`config.mk`:
```
export PLATFORM = sky130hd
export DESIGN_NAME = psram_host_ctrl
export DESIGN_NICKNAME = d
export VERILOG_FILES = /design/src/rtl/psram_ctrl_pkg.sv /design/src/rtl/psram_pwrup_wait.sv /design/src/rtl/psram_ce_guard.sv /design/src/rtl/psram_lane_mask.sv /design/src/rtl/psram_host_ctrl.sv
export SDC_FILE = /design/constraint.sdc
export NUM_CORES = 1
export LEC_CHECK = 0
export ABC_AREA = 1
export BUFFER_PORTS_ARGS = -buffer_cell sky130_fd_sc_hd__buf_4
export CORE_MARGIN = 2
export CORE_UTILIZATION = 30
export DETAILED_ROUTE_END_ITERATION = 6
export PLACE_DENSITY = 0.56
export SLEW_MARGIN = 20
export SYNTH_ARGS = -nofsm -noshare
export SYNTH_HDL_FRONTEND = slang
export SYNTH_HIERARCHICAL = 1
export SYNTH_SLANG_ARGS = --single-unit
```
`constraint.sdc`:
```
create_clock -name clk -period 2.99 [get_ports clk]
set_input_delay 0.1495 -clock clk [delete_from_list [all_inputs] [get_ports clk]]
set_output_delay 0.1495 -clock clk [all_outputs]
set_load 0.005 [all_outputs]
```
`src/rtl/psram_ctrl_pkg.sv`:
```
package psram_ctrl_pkg;

  typedef enum logic [2:0] {
    ST_POWER,
    ST_IDLE,
    ST_READ,
    ST_BREAK,
    ST_WRITE
  } ctrl_state_e;

  // nanoseconds to cycles, rounded up, never below one cycle
  function automatic int unsigned ns_to_cyc_up(input int unsigned ns, input int unsigned clk_ps);
    int unsigned c;
    c = (ns * 1000 + clk_ps - 1) / clk_ps;
    return (c == 0) ? 1 : c;
  endfunction

  // nanoseconds to cycles, rounded down: used for upper limits
  function automatic int unsigned ns_to_cyc_down(input int unsigned ns, input int unsigned clk_ps);
    return (ns * 1000) / clk_ps;
  endfunction

  function automatic int unsigned max_u(input int unsigned a, input int unsigned b);
    return (a > b) ? a : b;
  endfunction

endpackage

```
`src/rtl/psram_pwrup_wait.sv`:
```
module psram_pwrup_wait #(
  parameter int unsigned WAIT_CYC = 16
) (
  input  logic clk,
  input  logic rst_n,
  output logic done
);
  localparam int unsigned W = $clog2(WAIT_CYC + 1);

  logic [W-1:0] cnt_q;
  logic         done_q;

  always_ff @(posedge clk or negedge rst_n) begin
    if (!rst_n) begin
      cnt_q  <= '0;
      done_q <= 1'b0;
    end else if (!done_q) begin
      if (cnt_q == W'(WAIT_CYC - 1)) done_q <= 1'b1;
      else                           cnt_q  <= cnt_q + W'(1);
    end
  end

  assign done = done_q;
endmodule

```
`src/rtl/psram_ce_guard.sv`:
```
module psram_ce_guard #(
  parameter int unsigned CEMAX_C = 1000,
  parameter int unsigned WAIT_W  = 4
) (
  input  logic              clk,
  input  logic              rst_n,
  input  logic              ce_n,
  input  logic [WAIT_W-1:0] nxt_wait,
  output logic              fits
);
  localparam int unsigned RUN_W = $clog2(CEMAX_C + 2);

  // completed low cycles before the current one
  logic [RUN_W-1:0] run_q;

  always_ff @(posedge clk or negedge rst_n) begin
    if (!rst_n)    run_q <= '0;
    else if (ce_n) run_q <= '0;
    else           run_q <= run_q + RUN_W'(1);
  end

  // current cycle plus the next word's window must stay within the limit
  assign fits = (int'(run_q) + 1 + int'(nxt_wait)) <= int'(CEMAX_C);
endmodule

```
`src/rtl/psram_lane_mask.sv`:
```
module psram_lane_mask #(
  parameter int unsigned NB = 2
) (
  input  logic [NB-1:0]   lane_en,
  input  logic [NB*8-1:0] raw,
  output logic [NB*8-1:0] masked
);
  for (genvar g = 0; g < NB; g++) begin : g_lane
    assign masked[g*8 +: 8] = lane_en[g] ? raw[g*8 +: 8] : 8'h00;
  end
endmodule

```
`src/rtl/psram_host_ctrl.sv`:
```
module psram_host_ctrl
  import psram_ctrl_pkg::*;
#(
  parameter int unsigned ADDR_W        = 18,
  parameter int unsigned DATA_W        = 16,
  parameter int unsigned PAGE_BITS     = 4,
  parameter int unsigned LEN_W         = 4,
  parameter int unsigned CLK_PERIOD_PS = 8000,
  parameter int unsigned T_RAND_NS     = 55,
  parameter int unsigned T_PAGE_NS     = 15,
  parameter int unsigned T_WC_NS       = 55,
  parameter int unsigned T_WEL_NS      = 35,
  parameter int unsigned T_DSU_NS      = 23,
  parameter int unsigned T_CEMAX_NS    = 8000,
  parameter int unsigned T_PWRUP_NS    = 150000
) (
  input  logic                   clk,
  input  logic                   rst_n,
  input  logic                   cfg_page_en,
  input  logic                   req_valid,
  output logic                   req_ready,
  input  logic                   req_write,
  input  logic [ADDR_W-1:0]      req_addr,
  input  logic [LEN_W-1:0]       req_len,
  input  logic [DATA_W-1:0]      req_wdata,
  input  logic [DATA_W/8-1:0]    req_be,
  output logic                   rsp_valid,
  output logic [DATA_W-1:0]      rsp_data,
  output logic [ADDR_W-1:0]      mem_addr,
  input  logic [DATA_W-1:0]      mem_dq_i,
  output logic [DATA_W-1:0]      mem_dq_o,
  output logic                   mem_dq_oe,
  output logic                   mem_ce_n,
  output logic                   mem_oe_n,
  output logic                   mem_we_n,
  output logic [DATA_W/8-1:0]    mem_bsel_n
);
  localparam int unsigned NB      = DATA_W / 8;
  localparam int unsigned RND_C   = ns_to_cyc_up(T_RAND_NS, CLK_PERIOD_PS);
  localparam int unsigned PG_C    = ns_to_cyc_up(T_PAGE_NS, CLK_PERIOD_PS);
  localparam int unsigned WEL_C   = max_u(ns_to_cyc_up(T_WEL_NS, CLK_PERIOD_PS),
                                          ns_to_cyc_up(T_DSU_NS, CLK_PERIOD_PS));
  localparam int unsigned WR_C    = max_u(ns_to_cyc_up(T_WC_NS, CLK_PERIOD_PS), WEL_C + 2);
  localparam int unsigned CEMAX_C = ns_to_cyc_down(T_CEMAX_NS, CLK_PERIOD_PS);
  localparam int unsigned PU_C    = ns_to_cyc_up(T_PWRUP_NS, CLK_PERIOD_PS);
  localparam int unsigned CNT_W   = $clog2(max_u(RND_C, WR_C) + 1);

  function automatic logic same_page(input logic [ADDR_W-1:0] a, input logic [ADDR_W-1:0] b);
    return a[ADDR_W-1:PAGE_BITS] == b[ADDR_W-1:PAGE_BITS];
  endfunction

  ctrl_state_e       state_q;
  logic [CNT_W-1:0]  cnt_q;
  logic [ADDR_W-1:0] addr_q;
  logic [LEN_W-1:0]  left_q;
  logic              page_q;
  logic [DATA_W-1:0] wdata_q;
  logic              ce_n_q, oe_n_q, we_n_q, dq_oe_q;
  logic [NB-1:0]     bsel_n_q;
  logic              rsp_valid_q;
  logic [DATA_W-1:0] rsp_data_q;

  // named internal events, also seen by the checker
  logic              pu_done;
  logic              ce_fits;
  logic              acc_end;
  logic              wr_end;
  logic              nxt_in_page;
  logic [ADDR_W-1:0] nxt_addr;
  logic [CNT_W-1:0]  nxt_wait;
  logic [DATA_W-1:0] rd_masked;

  assign nxt_addr    = addr_q + ADDR_W'(1);
  assign nxt_in_page = page_q && same_page(addr_q, nxt_addr);
  assign nxt_wait    = nxt_in_page ? CNT_W'(PG_C) : CNT_W'(RND_C);
  assign acc_end     = (state_q == ST_READ) && (cnt_q == '0);
  assign wr_end      = (state_q == ST_WRITE) && (cnt_q == CNT_W'(WR_C - 1));

  psram_pwrup_wait #(.WAIT_CYC(PU_C)) u_pwrup (
    .clk  (clk),
    .rst_n(rst_n),
    .done (pu_done)
  );

  psram_ce_guard #(.CEMAX_C(CEMAX_C), .WAIT_W(CNT_W)) u_guard (
    .clk     (clk),
    .rst_n   (rst_n),
    .ce_n    (ce_n_q),
    .nxt_wait(nxt_wait),
    .fits    (ce_fits)
  );

  psram_lane_mask #(.NB(NB)) u_mask (
    .lane_en(~bsel_n_q),
    .raw    (mem_dq_i),
    .masked (rd_masked)
  );

  always_ff @(posedge clk or negedge rst_n) begin
    if (!rst_n) begin
      state_q     <= ST_POWER;
      cnt_q       <= '0;
      addr_q      <= '0;
      left_q      <= '0;
      page_q      <= 1'b0;
      wdata_q     <= '0;
      ce_n_q      <= 1'b1;
      oe_n_q      <= 1'b1;
      we_n_q      <= 1'b1;
      dq_oe_q     <= 1'b0;
      bsel_n_q    <= '1;
      rsp_valid_q <= 1'b0;
      rsp_data_q  <= '0;
    end else begin
      rsp_valid_q <= acc_end;
      if (acc_end) rsp_data_q <= rd_masked;

      unique case (state_q)
        ST_POWER: if (pu_done) state_q <= ST_IDLE;

        ST_IDLE: begin
          if (req_valid) begin
            addr_q   <= req_addr;
            bsel_n_q <= ~req_be;
            ce_n_q   <= 1'b0;
            if (req_write) begin
              state_q <= ST_WRITE;
              cnt_q   <= '0;
              wdata_q <= req_wdata;
              dq_oe_q <= 1'b1;
            end else begin
              state_q <= ST_READ;
              cnt_q   <= CNT_W'(RND_C - 1);
              left_q  <= req_len;
              page_q  <= cfg_page_en;
              oe_n_q  <= 1'b0;
            end
          end
        end

        ST_READ: begin
          if (cnt_q != '0) begin
            cnt_q <= cnt_q - CNT_W'(1);
          end else if (left_q == '0) begin
            state_q  <= ST_IDLE;
            ce_n_q   <= 1'b1;
            oe_n_q   <= 1'b1;
            bsel_n_q <= '1;
          end else begin
            left_q <= left_q - LEN_W'(1);
            addr_q <= nxt_addr;
            if (ce_fits) begin
              cnt_q <= nxt_wait - CNT_W'(1);
            end else begin
              state_q <= ST_BREAK;
              ce_n_q  <= 1'b1;
              oe_n_q  <= 1'b1;
            end
          end
        end

        ST_BREAK: begin
          state_q <= ST_READ;
          cnt_q   <= CNT_W'(RND_C - 1);
          ce_n_q  <= 1'b0;
          oe_n_q  <= 1'b0;
        end

        ST_WRITE: begin
          if (wr_end) begin
            state_q  <= ST_IDLE;
            ce_n_q   <= 1'b1;
            we_n_q   <= 1'b1;
            dq_oe_q  <= 1'b0;
            bsel_n_q <= '1;
          end else begin
            cnt_q  <= cnt_q + CNT_W'(1);
            we_n_q <= (int'(cnt_q) + 1) > int'(WEL_C);
          end
        end

        default: state_q <= ST_IDLE;
      endcase
    end
  end

  assign req_ready  = (state_q == ST_IDLE);
  assign rsp_valid  = rsp_valid_q;
  assign rsp_data   = rsp_data_q;
  assign mem_addr   = addr_q;
  assign mem_dq_o   = wdata_q;
  assign mem_dq_oe  = dq_oe_q;
  assign mem_ce_n   = ce_n_q;
  assign mem_oe_n   = oe_n_q;
  assign mem_we_n   = we_n_q;
  assign mem_bsel_n = bsel_n_q;
endmodule

```
Word-level counts from Yosys, hierarchy flattened
Cells that the tools add are included.
Word-level totals
  register bits after elaboration: 94
  input port bits: 61
  output and inout bits: 58
  word-level logic and storage cells: 124
Operators by class
  add/sub/neg operators: 10
  magnitude comparators: 2
  eq/ne operators: 19
  muxes and demuxes: 49
  bitwise operators: 5
  reduce and logical (&&, ||, !) cells: 23
Operators with widths (count)
  2-to-1 mux 18 bit: 3
  2-to-1 mux 3 bit: 14
  one-hot mux 18 bit (2 select lines): 1
  adder 32 x 4 -> 32 bit: 1
  less-or-equal comparator 32 x 11 -> 1 bit (second input constant): 1
  AND reduction 5 bit: 6
  adder 18 x 1 -> 18 bit (second input constant): 1
  2-to-1 mux 4 bit: 4
  2-to-1 mux 8 bit: 2
  adder 15 x 1 -> 15 bit (second input constant): 1
  equality test 15 bit (second input constant): 1
  one-hot mux 3 bit (5 select lines): 1
  equality test 14 bit: 1
  2-to-1 mux 1 bit: 13
  inequality test 2 bit (second input constant): 6
  one-hot mux 3 bit (4 select lines): 1
  adder 10 x 1 -> 11 bit (second input constant): 1
  adder 10 x 1 -> 10 bit (second input constant): 1
  2-to-1 mux 10 bit: 1
  nonzero test 3 bit: 3
  2-to-1 mux 2 bit: 4
  one-hot mux 4 bit (2 select lines): 1
  AND reduction 4 bit: 2
  equality test 3 x 2 -> 1 bit (second input constant): 2
  23 further kinds: 36

Logic depth before layout (Yosys ltp)
  depth after elaboration: 10
  gate-level depth with buffers: 24
  gate-level depth less buffers: 24

Hierarchy
The synthesis kept the hierarchy.
By module, submodules not included
  psram_host_ctrl: instances 1, cells each 439, area an instance 3603.5 µm², sequential area each 1707.9 µm²
  psram_pwrup_wait: instances 1, cells each 147, area an instance 1018.5 µm², sequential area each 400.4 µm²
  psram_ce_guard: instances 1, cells each 108, area an instance 732.0 µm², sequential area each 250.2 µm²
  psram_lane_mask: instances 1, cells each 34, area an instance 130.1 µm², sequential area each 0.0 µm²

Least setup slack after synthesis
OpenSTA, ideal clock, no wires.
  kind: flip-flop to flip-flop
  start point: reg addr_q[0] (netlist: mem_addr[0])
  end point: reg, netlist name cnt_q[1]
  arrival time: 2424 ps
  required time: 2861 ps
  path slack: 437 ps
  stages on the path, launching flop included: 24
  path through: dfrtp_1 -> ha_1 -> nand3_1 -> nand2_1 -> inv_1 -> nand2_1 -> ha_1 -> nand2_1 -> nand2_1 -> inv_2 -> nand2_2 -> nand2_2 -> nand2_1 -> nand2_1 -> nor2_1 -> nand2_1 -> nor2_1 -> nor2_1 -> nand2_1 -> nand2_1 -> nand3_1 -> inv_1 -> o21ai_0 -> o21ai_0
RTL lines
  from (decl): line psram_host_ctrl.sv:54  | logic [ADDR_W-1:0] addr_q;
  from (signal assigned): line psram_host_ctrl.sv:123  | addr_q <= req_addr;
  from (signal assigned): line psram_host_ctrl.sv:151  | addr_q <= nxt_addr;

==> flow_summary.json <==
{
  "vias": 5005,
  "grt_pass1_vias": 4766,
  "grt_pass1_wl_um": 23600,
  "synth_seq_area_share": 0.430,
  "outcome": "finished clean",
  "vdd.ir_drop.worst_mv": 0.478,
  "fin_ws_ps": 288,
  "p_per_area_mw_per_mm2": 957,
  "cts_made_buffers": 9,
  "wl_per_cell_um": 13.1,
  "die_h_um": 139,
  "multiInputGateArea_mm2": 0.00270,
  "fin_crit_sh": 0.904,
  "synth_cells": 728,
  "antenna_found_initial": 0,
  "area_growth_pct": 27.0,
  "drc": 0,
  "worst_setup_path_start_kind": "flip-flop",
  "fmax_ghz": 0.370,
  "fill_cells": 1866,
  "end_kind": "flip-flop",
  "cts_tree": "done",
  "dp_hpwl_um": 10600,
  "arrival_ps": 2950,
  "hp-class": "in2reg",
  "synth_cell_types": 51,
  "cp_common_cell": "nand2_1",
  "wl_um": 14200,
  "place.gp.congestion": 0.849,
  "synthArstFlopShare": 1.00,
  "cp_slowest_cell": "dfrtp_1",
  "slowest_delay_ps": 420,
  "critical_path_class": "reg2reg",
  "rsz0062_at_grt": "false",
  "synth_edf_count": 0,
  "gr-total-overflow": 0,
  "drtPass1Iterations": 5,
  "worstPathRequired_ps": 3240,
  "portBuffers": 118,
  "preCtsSetupSlack_ps": 164,
  "clk_pin_slew_ps": 70,
  "drt-initial-drc-count": 269,
  "yosysWarnings": 6,
  "insertion_delay_ps": 350,
  "finalSetupViolations": 0,
  "worst_pin_slew_ps": 645,
  "die_w_um": 139,
  "hold_violations": 0,
  "synthFlopType": "dfrtp_1",
  "n_antenna_cell": 0,
  "max-cap-violations": 0,
  "die-area_mm2": 0.0194,
  "core_mm2": 0.0180,
  "finClkSkew_ps": 13.5,
  "htreeDepth": 3,
  "rows": 49,
  "clockRootBuffer": "clkbuf_16",
  "slew_violations": 0,
  "synth-seq-cells": 94,
  "grt_usage": 0.150,
  "setup_tns_ps": 0,
  "grt_max_degree": 45,
  "fin_crit_ps": 2700,
  "ant_nets": 0,
  "avgSynthCellArea_um2": 7.53,
  "crit_fanout": 6,
  "start_util": 0.305,
  "clock_path_buffers": 2,
  "synth_area_mm2": 0.00548,
  "maxSlewHeadroom": 0.570,
  "io_pins": 119,
  "leakagePower_nw": 3.66,
  "drive_above_1_share": 0.225,
  "post_drt_via_cell_ratio": 4.61,
  "seqCellArea_mm2": 0.00236,
  "synth_nets": 801,
  "worstPathCellList": "ha_1, nand3_1, nand2_1, inv_1, nand2_2, ha_4, nand2_1, nand2_1, inv_2, nand2_2, nand3_1, nand2_1, nor2_1, nand2_1, nor2_1, nor2_1, nand2_1, nand2_1, nand3_2, nor2_1, nand3_1, nand2_1, inv_1",
  "final_nets": 924,
  "cts_sinks": 94
}
-- through the flow --
step	hold WS (ps)	power (mW)	std cells	util	cell area (um^2)
final	24.5	6.66	1085	0.388	6960
after floorplan	-146	4.26	728	-	5480
after global routing	8.13	7.30	1085	0.388	6960
after detailed placement	206	5.50	1067	0.369	6630
after global placement	214	5.47	1067	0.369	6630
after CTS	10.0	6.72	1084	0.386	6940
-- path summary, 6_finish.rpt --
check,start,endpoint,slack (ps),depth (start not counted)
setup / recovery,mem_addr[0],cnt_q[2],290,23
setup reg to reg,mem_addr[0],cnt_q[2],290,23
max in group asynchronous,rst_n,mem_we_n,1900,3
hold / removal,req_wdata[2],mem_dq_o[2],20,2
min in group asynchronous,rst_n,mem_addr[11],350,2
hold reg to reg,rsp_data[2],rsp_data[2],470,2
-- cell type report --
| cell class | instances | share of cell area |
|---|---|---|
| Inverter | 90 | 0.0489 |
| Tap cell | 229 | 0.0411 |
| Timing Repair Buffer | 128 | 0.140 |
| Clock inverter | 4 | 0.00791 |
| Multi-Input combinational cell | 528 | 0.388 |
| Sequential cell | 94 | 0.339 |
| Clock buffer | 12 | 0.0354 |
-- Yosys cell counts, types with 6 or more instances --
library cell | n | area (um^2)
ha_1 | 12 | 150
xor2_1 | 8 | 70.1
a21oi_1 | 18 | 90.1
nand2_1 | 258 | 968
inv_1 | 86 | 323
o21ai_0 | 36 | 180
nor2_1 | 70 | 263
nand2_2 | 6 | 37.5
dfrtp_1 | 89 | 2230
mux2_4 | 8 | 120
nand3_1 | 38 | 190
nand4_1 | 11 | 68.8
mux2_2 | 9 | 101
-- layer usage --
layer	part of all wire	wire length (um)	up-vias	GRT usage
met5	0	0	-	0
met4	0.015	212	0	0.0457
met3	0.058	822	17	0.0383
met2	0.48	6820	130	0.251
met1	0.45	6380	2307	0.191
li1	-	-	2551	-
-- report_power, final --
group | leakage, nW | total [mW] | switching (mW) | internal [mW]
clock | 0.143 | 1.18 | 0.505 | 0.677
combinational | 2.35 | 3.34 | 1.91 | 1.44
sequential | 1.17 | 2.14 | 0.387 | 1.75
total | 3.66 | 6.66 | 2.80 | 3.87
-- logic make-up after synthesis --
logic type	after synthesis	synth area share
adder cells (fa/ha/maj)	12	0.0274
multiplexers	17	0.0404
AND/OR/NAND/NOR	405	0.313
XOR/XNOR	12	0.0192
buffers and inverters	106	0.0814
flip-flops	94	0.430
AO/OA/AOI/OAI	81	0.0876
other	1	0.000684
-- flip-flops by register name, summed over array words and instances, names as in the netlist, 2 cells and up --
signal / cells
cnt_q: 3
left_q: 4
mem_addr: 18
mem_bsel_n: 2
mem_dq_o: 16
rsp_data: 16
state_q: 3
u_guard/run_q: 10
u_pwrup/cnt_q: 15
-- cells in the final DEF (no fill, tap or decap), types with 11 or more instances in the layout --
cell type  count
a21oi_1       18
buf_4        126
dfrtp_1       89
ha_1          11
inv_1         86
nand2_1      257
nand3_1       37
nand4_1       11
nor2_1        69
o21ai_0       36
-- critical path: cells and delay by family (launching register included) --
kind / cells / cell delay (ps)
adder cells (fa/ha/maj): 2 / 540
buffers and inverters: 3 / 150
flip-flops: 1 / 420
AND/OR/NAND/NOR: 18 / 1480
-- repair_timing --
item / in CTS / in global routing
setup buffers: 0 / 1
endpoints found under the setup margin: 0 / 7
resized for setup: 0 / 3
endpoints found under the hold margin: 42 / 0
hold buffers: 1 / 0
Power figures use the tool's default switching activity.
